<file path="config.mk">
export PLATFORM = sky130hd
export DESIGN_NAME = seg_xlat_top
export DESIGN_NICKNAME = d
export VERILOG_FILES = /design/src/rtl/seg_xlat_pkg.sv /design/src/rtl/seg_real_calc.sv /design/src/rtl/seg_desc_fetch.sv /design/src/rtl/seg_result_reg.sv /design/src/rtl/seg_xlat_top.sv
export SDC_FILE = /design/constraint.sdc
export NUM_CORES = 1
export LEC_CHECK = 0
export BUFFER_PORTS_ARGS = -buffer_cell sky130_fd_sc_hd__buf_2
export CAP_MARGIN = 30
export CORE_MARGIN = 2
export CORE_UTILIZATION = 47
export CTS_BUF_LIST = sky130_fd_sc_hd__clkbuf_16
export DETAILED_ROUTE_END_ITERATION = 10
export PLACE_DENSITY_LB_ADDON = 0.05
export SLEW_MARGIN = 15
export SYNTH_ARGS = -nofsm -noshare
export SYNTH_HDL_FRONTEND = slang
export SYNTH_SLANG_ARGS = --single-unit
</file>
<file path="constraint.sdc">
create_clock -name clk -period 11.4 [get_ports clk]
set_clock_uncertainty 0.05 [all_clocks]
set_input_delay 2.28 -clock clk [delete_from_list [all_inputs] [get_ports clk]]
set_output_delay 2.28 -clock clk [all_outputs]
set_load 0.03 [all_outputs]
</file>
<file path="src/rtl/seg_xlat_pkg.sv">
// Package: shared widths and the fetch sequencer state encoding.
// Assumes selectors are 16 bits with a 13-bit table index.
package seg_xlat_pkg;
    localparam int SEL_W   = 16;
    localparam int IDX_LSB = 3;
    localparam int TBL_BIT = 2;

    typedef enum logic [1:0] {
        ST_IDLE   = 2'd0,
        ST_REQ_LO = 2'd1,
        ST_REQ_HI = 2'd2,
        ST_TAKE   = 2'd3
    } fetch_st_t;
endpackage

</file>
<file path="src/rtl/seg_real_calc.sv">
// Real-mode address: segment scaled by 16 plus a 16-bit offset.
// The sum wraps at REAL_W bits. Purely combinational.
module seg_real_calc #(
    parameter int SEL_W  = 16,
    parameter int REAL_W = 20
) (
    input  logic [SEL_W-1:0]  seg_i,
    input  logic [SEL_W-1:0]  off_i,
    output logic [REAL_W-1:0] lin_o
);
    localparam int SHIFT = REAL_W - SEL_W;

    // Scale the segment, zero-extend the offset, and add.
    always_comb begin
        lin_o = {seg_i, {SHIFT{1'b0}}} + {{SHIFT{1'b0}}, off_i};
    end
endmodule

</file>
<file path="src/rtl/seg_desc_fetch.sv">
// Descriptor fetch sequencer. On go it latches the descriptor address and
// issues two back-to-back reads. It assumes read data arrives in the cycle
// after each request. desc_vld_o marks the cycle when the limit word is on
// rd_data_i and the base is held in desc_base_o.
module seg_desc_fetch
    import seg_xlat_pkg::*;
#(
    parameter int ADDR_W  = 32,
    parameter int LIMIT_W = 20
) (
    input  logic               clk,
    input  logic               rst_n,
    input  logic               go_i,
    input  logic [SEL_W-1:0]   sel_i,
    input  logic [ADDR_W-1:0]  gtab_i,
    input  logic [ADDR_W-1:0]  ltab_i,
    output logic               busy_o,
    output logic               rd_req_o,
    output logic [ADDR_W-1:0]  rd_addr_o,
    input  logic [ADDR_W-1:0]  rd_data_i,
    output logic               desc_vld_o,
    output logic [ADDR_W-1:0]  desc_base_o,
    output logic [LIMIT_W-1:0] desc_limit_o
);
    localparam int IDX_W = SEL_W - IDX_LSB;
    localparam int PAD_W = ADDR_W - SEL_W;

    fetch_st_t         st_q;
    logic [ADDR_W-1:0] addr_q;
    logic [ADDR_W-1:0] base_q;
    logic [ADDR_W-1:0] ent_addr;
    logic [IDX_W-1:0]  idx;
    logic              unused_sel_low;
    logic              unused_access;

    // Pick the table from the selector and form the entry address.
    always_comb begin
        idx      = sel_i[SEL_W-1:IDX_LSB];
        ent_addr = (sel_i[TBL_BIT] ? ltab_i : gtab_i)
                 + {{PAD_W{1'b0}}, idx, 3'b000};
    end

    assign unused_sel_low = ^sel_i[1:0];
    assign unused_access  = ^rd_data_i[ADDR_W-1:LIMIT_W];

    // Step through the two reads and capture the base word.
    always_ff @(posedge clk) begin
        if (!rst_n) begin
            st_q   <= ST_IDLE;
            addr_q <= '0;
            base_q <= '0;
        end else begin
            unique case (st_q)
                ST_IDLE: if (go_i) begin
                    addr_q <= ent_addr;
                    st_q   <= ST_REQ_LO;
                end
                ST_REQ_LO: begin
                    addr_q <= addr_q + ADDR_W'(4);
                    st_q   <= ST_REQ_HI;
                end
                ST_REQ_HI: begin
                    base_q <= rd_data_i;
                    st_q   <= ST_TAKE;
                end
                ST_TAKE: st_q <= ST_IDLE;
                default: st_q <= ST_IDLE;
            endcase
        end
    end

    assign busy_o       = (st_q != ST_IDLE);
    assign rd_req_o     = (st_q == ST_REQ_LO) || (st_q == ST_REQ_HI);
    assign rd_addr_o    = addr_q;
    assign desc_vld_o   = (st_q == ST_TAKE);
    assign desc_base_o  = base_q;
    assign desc_limit_o = rd_data_i[LIMIT_W-1:0];

    // the second read goes to the word after the first.
    a_r4_addr_step: assert property (@(posedge clk) disable iff (!rst_n)
        (rd_req_o && $past(rd_req_o)) |-> (rd_addr_o == $past(rd_addr_o) + ADDR_W'(4)));
    // a read burst is always two cycles long.
    a_r4_two_reads: assert property (@(posedge clk) disable iff (!rst_n)
        $rose(rd_req_o) |=> rd_req_o);
    // no third consecutive read.
    a_r4_no_third: assert property (@(posedge clk) disable iff (!rst_n)
        (rd_req_o && $past(rd_req_o)) |=> !rd_req_o);
endmodule

</file>
<file path="src/rtl/seg_result_reg.sv">
// Protected-mode result stage. It latches the offset at go. When the
// descriptor is valid, it compares the offset with the limit and registers
// either base+offset or a fault, together with a one-cycle done.
module seg_result_reg #(
    parameter int ADDR_W  = 32,
    parameter int LIMIT_W = 20
) (
    input  logic               clk,
    input  logic               rst_n,
    input  logic               load_i,
    input  logic [ADDR_W-1:0]  off_i,
    input  logic               desc_vld_i,
    input  logic [ADDR_W-1:0]  desc_base_i,
    input  logic [LIMIT_W-1:0] desc_limit_i,
    output logic               done_o,
    output logic               fault_o,
    output logic [ADDR_W-1:0]  lin_o
);
    logic [ADDR_W-1:0] off_q;
    logic              over;

    // Compare the latched offset with the zero-extended limit.
    always_comb begin
        over = off_q > {{(ADDR_W-LIMIT_W){1'b0}}, desc_limit_i};
    end

    // Hold the offset for the whole fetch.
    always_ff @(posedge clk) begin
        if (!rst_n)      off_q <= '0;
        else if (load_i) off_q <= off_i;
    end

    // Register the outcome once the descriptor is in hand.
    always_ff @(posedge clk) begin
        if (!rst_n) begin
            done_o  <= 1'b0;
            fault_o <= 1'b0;
            lin_o   <= '0;
        end else begin
            done_o  <= desc_vld_i;
            fault_o <= desc_vld_i && over;
            if (desc_vld_i) lin_o <= over ? '0 : desc_base_i + off_q;
        end
    end

    // done lasts a single cycle.
    a_r8_done_pulse: assert property (@(posedge clk) disable iff (!rst_n)
        done_o |=> !done_o);
    // a fault is only reported with done.
    a_r7_fault_with_done: assert property (@(posedge clk) disable iff (!rst_n)
        fault_o |-> done_o);
endmodule

</file>
<file path="src/rtl/seg_xlat_top.sv">
// Logical-to-linear translator top. Real mode answers combinationally in
// the start cycle. Protected mode runs the descriptor fetch and the result
// stage. Starts are taken only when no fetch or done cycle is pending.
module seg_xlat_top #(
    parameter int ADDR_W  = 32,
    parameter int REAL_W  = 20,
    parameter int LIMIT_W = 20
) (
    input  logic              clk,
    input  logic              rst_n,
    input  logic              start_i,
    input  logic              prot_mode_i,
    input  logic [15:0]       selector_i,
    input  logic [ADDR_W-1:0] offset_i,
    input  logic [ADDR_W-1:0] gtab_base_i,
    input  logic [ADDR_W-1:0] ltab_base_i,
    output logic              rd_req_o,
    output logic [ADDR_W-1:0] rd_addr_o,
    input  logic [ADDR_W-1:0] rd_data_i,
    output logic [ADDR_W-1:0] lin_addr_o,
    output logic              done_o,
    output logic              fault_o
);
    import seg_xlat_pkg::*;

    logic               busy;
    logic               idle;
    logic               go_prot;
    logic               real_done;
    logic [REAL_W-1:0]  real_lin;
    logic               desc_vld;
    logic [ADDR_W-1:0]  desc_base;
    logic [LIMIT_W-1:0] desc_limit;
    logic               p_done;
    logic               p_fault;
    logic [ADDR_W-1:0]  p_lin;

    // Accept a start only when neither fetch nor result is pending.
    always_comb begin
        idle      = !busy && !p_done;
        go_prot   = start_i && prot_mode_i && idle;
        real_done = start_i && !prot_mode_i && idle;
    end

    seg_real_calc #(.SEL_W(SEL_W), .REAL_W(REAL_W)) u_real (
        .seg_i (selector_i),
        .off_i (offset_i[SEL_W-1:0]),
        .lin_o (real_lin)
    );

    seg_desc_fetch #(.ADDR_W(ADDR_W), .LIMIT_W(LIMIT_W)) u_fetch (
        .clk          (clk),
        .rst_n        (rst_n),
        .go_i         (go_prot),
        .sel_i        (selector_i),
        .gtab_i       (gtab_base_i),
        .ltab_i       (ltab_base_i),
        .busy_o       (busy),
        .rd_req_o     (rd_req_o),
        .rd_addr_o    (rd_addr_o),
        .rd_data_i    (rd_data_i),
        .desc_vld_o   (desc_vld),
        .desc_base_o  (desc_base),
        .desc_limit_o (desc_limit)
    );

    seg_result_reg #(.ADDR_W(ADDR_W), .LIMIT_W(LIMIT_W)) u_result (
        .clk          (clk),
        .rst_n        (rst_n),
        .load_i       (go_prot),
        .off_i        (offset_i),
        .desc_vld_i   (desc_vld),
        .desc_base_i  (desc_base),
        .desc_limit_i (desc_limit),
        .done_o       (p_done),
        .fault_o      (p_fault),
        .lin_o        (p_lin)
    );

    // Steer the real-mode sum or the registered protected result.
    always_comb begin
        done_o     = real_done || p_done;
        fault_o    = p_fault;
        lin_addr_o = real_done ? {{(ADDR_W-REAL_W){1'b0}}, real_lin} : p_lin;
    end

    // a faulting translation produces no address.
    a_r7_no_addr: assert property (@(posedge clk) disable iff (!rst_n)
        fault_o |-> (lin_addr_o == '0));
    // real-mode results never exceed 1 MB.
    a_r1_real_range: assert property (@(posedge clk) disable iff (!rst_n)
        (start_i && !prot_mode_i && done_o && !fault_o && !$past(rd_req_o))
            |-> (lin_addr_o[ADDR_W-1:REAL_W] == '0));
    // no read is issued in the done cycle.
    a_r9_quiet_done: assert property (@(posedge clk) disable iff (!rst_n)
        (done_o && !real_done) |-> !rd_req_o);
endmodule

</file>
==> results.rst <==
.. list-table::
   :header-rows: 1

   * - Metric
     - Value
   * - Run status
     - complete, no violations
   * - Clock latency on the worst-skew pair
     - around 0.43 ns
   * - Power density over the cells
     - about 160 mW/mm^2
   * - Maximum level of the CTS H-tree
     - 4
   * - Final HPWL from detailed placement
     - between 20,000 and 25,000 um
   * - Vert. Die Dim
     - about 150 um
   * - Total Routing Usage GR
     - between 20% and 30%
   * - I/O pin count
     - between 200 and 250
   * - Share of cells above drive strength 1
     - between 10% and 20%
   * - Count of nets left with antenna violations after detail routing
     - 0
   * - Worst setup EP type
     - output port
   * - Maximum vdd ir drop
     - 0.08449 mV
   * - Number of DRC markers after the initial detailed-route iteration
     - roughly 530
   * - Final wirelength
     - approximately 31,000 um
   * - Highest-count cells in the layout ignoring fill and taps
     - 214 x sky130_fd_sc_hd__buf_2, 176 x sky130_fd_sc_hd__nand2_1, 147 x sky130_fd_sc_hd__a21oi_1, 132 x sky130_fd_sc_hd__dfxtp_1, 88 x sky130_fd_sc_hd__nor2_1
   * - Adder-cell share of the synthesized area
     - 11.02%
   * - Number of cells produced by synthesis
     - ~1,300
   * - Smallest hold slack
     - a little under 0.4 ns
   * - Worst-margin pin slew
     - 1.012 ns
   * - Worst setup slack for register-to-register paths
     - 7.81 ns
   * - Finished Cell Area
     - around 0.012 mm^2
   * - Pin count of the biggest net entering global routing
     - 73
   * - Worst hold-check path type
     - flip-flop to flip-flop
   * - Average cell area after synthesis
     - around 7.7 um^2
   * - Share of flip-flops with an asynchronous set or reset after synthesis
     - 0%
   * - EDFF count, synth
     - 0
   * - Synthesized net count
     - 1,518
   * - Layout fillers
     - roughly 2,000
   * - Number of violations of the max-capacitance limit
     - 0
   * - Maximum net fanout on the critical path
     - 48
   * - Total negative slack for setup checks
     - 0 ns
   * - Max transition margin
     - between 30% and 40%
   * - Initial Utilization
     - between 40% and 50%
   * - DRT Pass-1 Iters
     - 5
   * - Dominant combinational cell family by area after synthesis
     - simple AND/OR/NAND/NOR gates
   * - Arr. time, crit path
     - 4.98 ns
   * - Required time at the worst-slack endpoint
     - 9.07 ns
   * - # clock sinks
     - approximately 130
   * - Max clock buf depth
     - 2
   * - Number of antenna violations at the first check in global routing
     - 5
   * - TritonCTS clock tree
     - built
   * - Shortest clock period the worst path allows after layout
     - 7.306 ns
   * - Std-Cell Rows
     - 52
   * - Count of instances resized after the clock tree is built
     - 0
   * - Core ar.
     - 0.02043 mm^2
   * - Crit Path Class
     - primary input to output port
   * - Total Die Area
     - roughly 0.022 mm^2
   * - Hold-fix buffer count after cts
     - 0
   * - Post-CTS setup buffers
     - 0
   * - Yosys reg bits
     - approximately 130
   * - Ratio of routed vias to standard cells
     - roughly 5.7
   * - DIE WIDTH
     - roughly 150 um
   * - Final setup violation count
     - 0
   * - DR vias
     - roughly 10,000
   * - Count of pins over their slew limit
     - 0
   * - Clock root buffer
     - sky130_fd_sc_hd__clkbuf_16
   * - Final weighted congestion in routability-driven placement
     - slightly above 0.9
   * - Primary flip-flop cell chosen by synthesis mapping
     - sky130_fd_sc_hd__dfxtp_1
   * - Reg clk slew, reported paths
     - roughly 0.06 ns
   * - Seq/Total Area, Yosys
     - 26.82%
   * - Highest clock rate
     - roughly 0.14 GHz
   * - Yosys warning count
     - 0
   * - Post-DP Area
     - approximately 0.011 mm^2
   * - Number of distinct standard cells referenced by the synthesized netlist
     - 74
   * - Synth-to-Final Area Change
     - 19.31%
   * - Final period util
     - ~64%
   * - Reported leakage power
     - slightly above 5 nW
   * - Basic-gate share of the synthesized area counting and, or, nand and nor cells
     - 23.86%
   * - Multiplexer area fraction after synthesis
     - under 10%
   * - Detailed-route wire length per cell
     - 17.52 um
   * - Most common cell after layout, fill and taps aside
     - sky130_fd_sc_hd__buf_2
   * - Number of buffers inserted during clock tree synthesis
     - 17
   * - RSZ-0062 raised after global routing
     - false
   * - Post-synthesis compound-gate area fraction
     - 23.15%
   * - Fraction of synthesized cell area in xor and xnor cells
     - 4.266%
   * - Final number of hold-violating endpoints
     - 0
   * - Number of global-route vias before repair
     - about 9,300
   * - Number of input and output port buffers inserted
     - between 200 and 250
   * - Netlist area before placement
     - approximately 0.0099 mm^2
   * - DRC viols
     - 0
   * - Wire length of the first global-routing pass
     - 48,090 um
   * - Category of the worst setup path launch point
     - primary input
   * - Post-route total power
     - 1.930 mW
   * - Post-layout nets
     - 1,703
   * - Grt total ovfl
     - 0
-- final timing paths --
path	to	depth (start not counted)	start
setup / recovery	lin_addr_o[16]	12	selector_i[2]
hold / removal	u_result.lin_o[30]	2	u_result.lin_o[30]
setup reg to reg	u_fetch.rd_addr_o[28]	10	u_fetch.st_q[1]
hold reg to reg	u_result.lin_o[30]	2	u_result.lin_o[30]
-- flip-flops by register name (all words and copies together), names as in the netlist --
name and cells:
u_fetch.st_q 2, u_fetch.rd_addr_o 32, u_fetch.desc_base_o 32, u_result.fault_o 1, u_result.done_o 1, u_result.off_q 32, u_result.lin_o 32
-- power by group --
part	internal, mW	switching, mW	leakage (nW)
sequential	0.525	0.0654	1.07
combinational	0.263	0.495	3.77
clock	0.346	0.234	0.293
-- cell families after synthesis --
family	Yosys count
simple gates	484
compound gates	368
flops	132
buf+inv	102
fa+ha+maj	85
mux	66
xor+xnor	48
-- metal layers --
metal	track usage, %	wire [um]	vias to the layer above
met5	0	21	-
met4	8.857	692	4
met3	5.413	1947	51
met2	44.68	13910	307
met1	36.75	14210	4618
li1	-	-	5032
-- per-stage QoR --
stage               util (%)  cells  setup WS, ns
floorplan                  -   1285         4.531
global placement       54.38   1719         4.100
detailed placement     54.53   1721         4.057
CTS                    57.50   1753         4.064
global route           57.51   1754         3.793
finish                 57.55   1757         4.094
-- layout make-up --
type	count	area (um^2)	share of cell area, %
well taps	270	337.8	2.873
clock inverters	15	181.4	1.543
repair buffers	225	1170	9.950
diodes	4	10.01	0.08513
multi-input cells	1051	6829	58.08
clock buffers	17	425.4	3.618
inverters	43	161.4	1.373
flip-flops and latches	132	2643	22.48
-- worst max-delay path, cell delays in order --
cell	delay (ns)
sky130_fd_sc_hd__buf_2	0.07
sky130_fd_sc_hd__buf_4	0.46
sky130_fd_sc_hd__ha_1	0.36
sky130_fd_sc_hd__a21o_1	0.20
sky130_fd_sc_hd__a21oi_1	0.22
sky130_fd_sc_hd__o21bai_1	0.12
sky130_fd_sc_hd__a31oi_1	0.32
sky130_fd_sc_hd__o211ai_1	0.15
sky130_fd_sc_hd__nand2_1	0.12
sky130_fd_sc_hd__xor2_1	0.06
sky130_fd_sc_hd__o21ai_0	0.33
sky130_fd_sc_hd__buf_2	0.28
-- cell usage after synthesis (all sizes together) (13+ instances only) --
cell type    n  share of area [%]
a21oi      147                7.5
buf         15               0.65
nand2      176                6.7
mux2i       48                4.9
clkbuf      44                1.7
nor2        89                3.4
o21ai       71                3.6
nor3        32                1.7
xor2        21                1.9
ha          82                 10
nor2b       13               0.83
nand4       20                1.3
and2        19                1.2
o21a        15                1.1
xnor2       27                2.4
inv         42                1.6
nand3       47                2.4
mux2        18                2.1
a31oi       15               0.95
nand2b      25                1.6
a21o        24                1.8
dfxtp      132                 27
No activity file was read; power rests on OpenSTA's default activity.
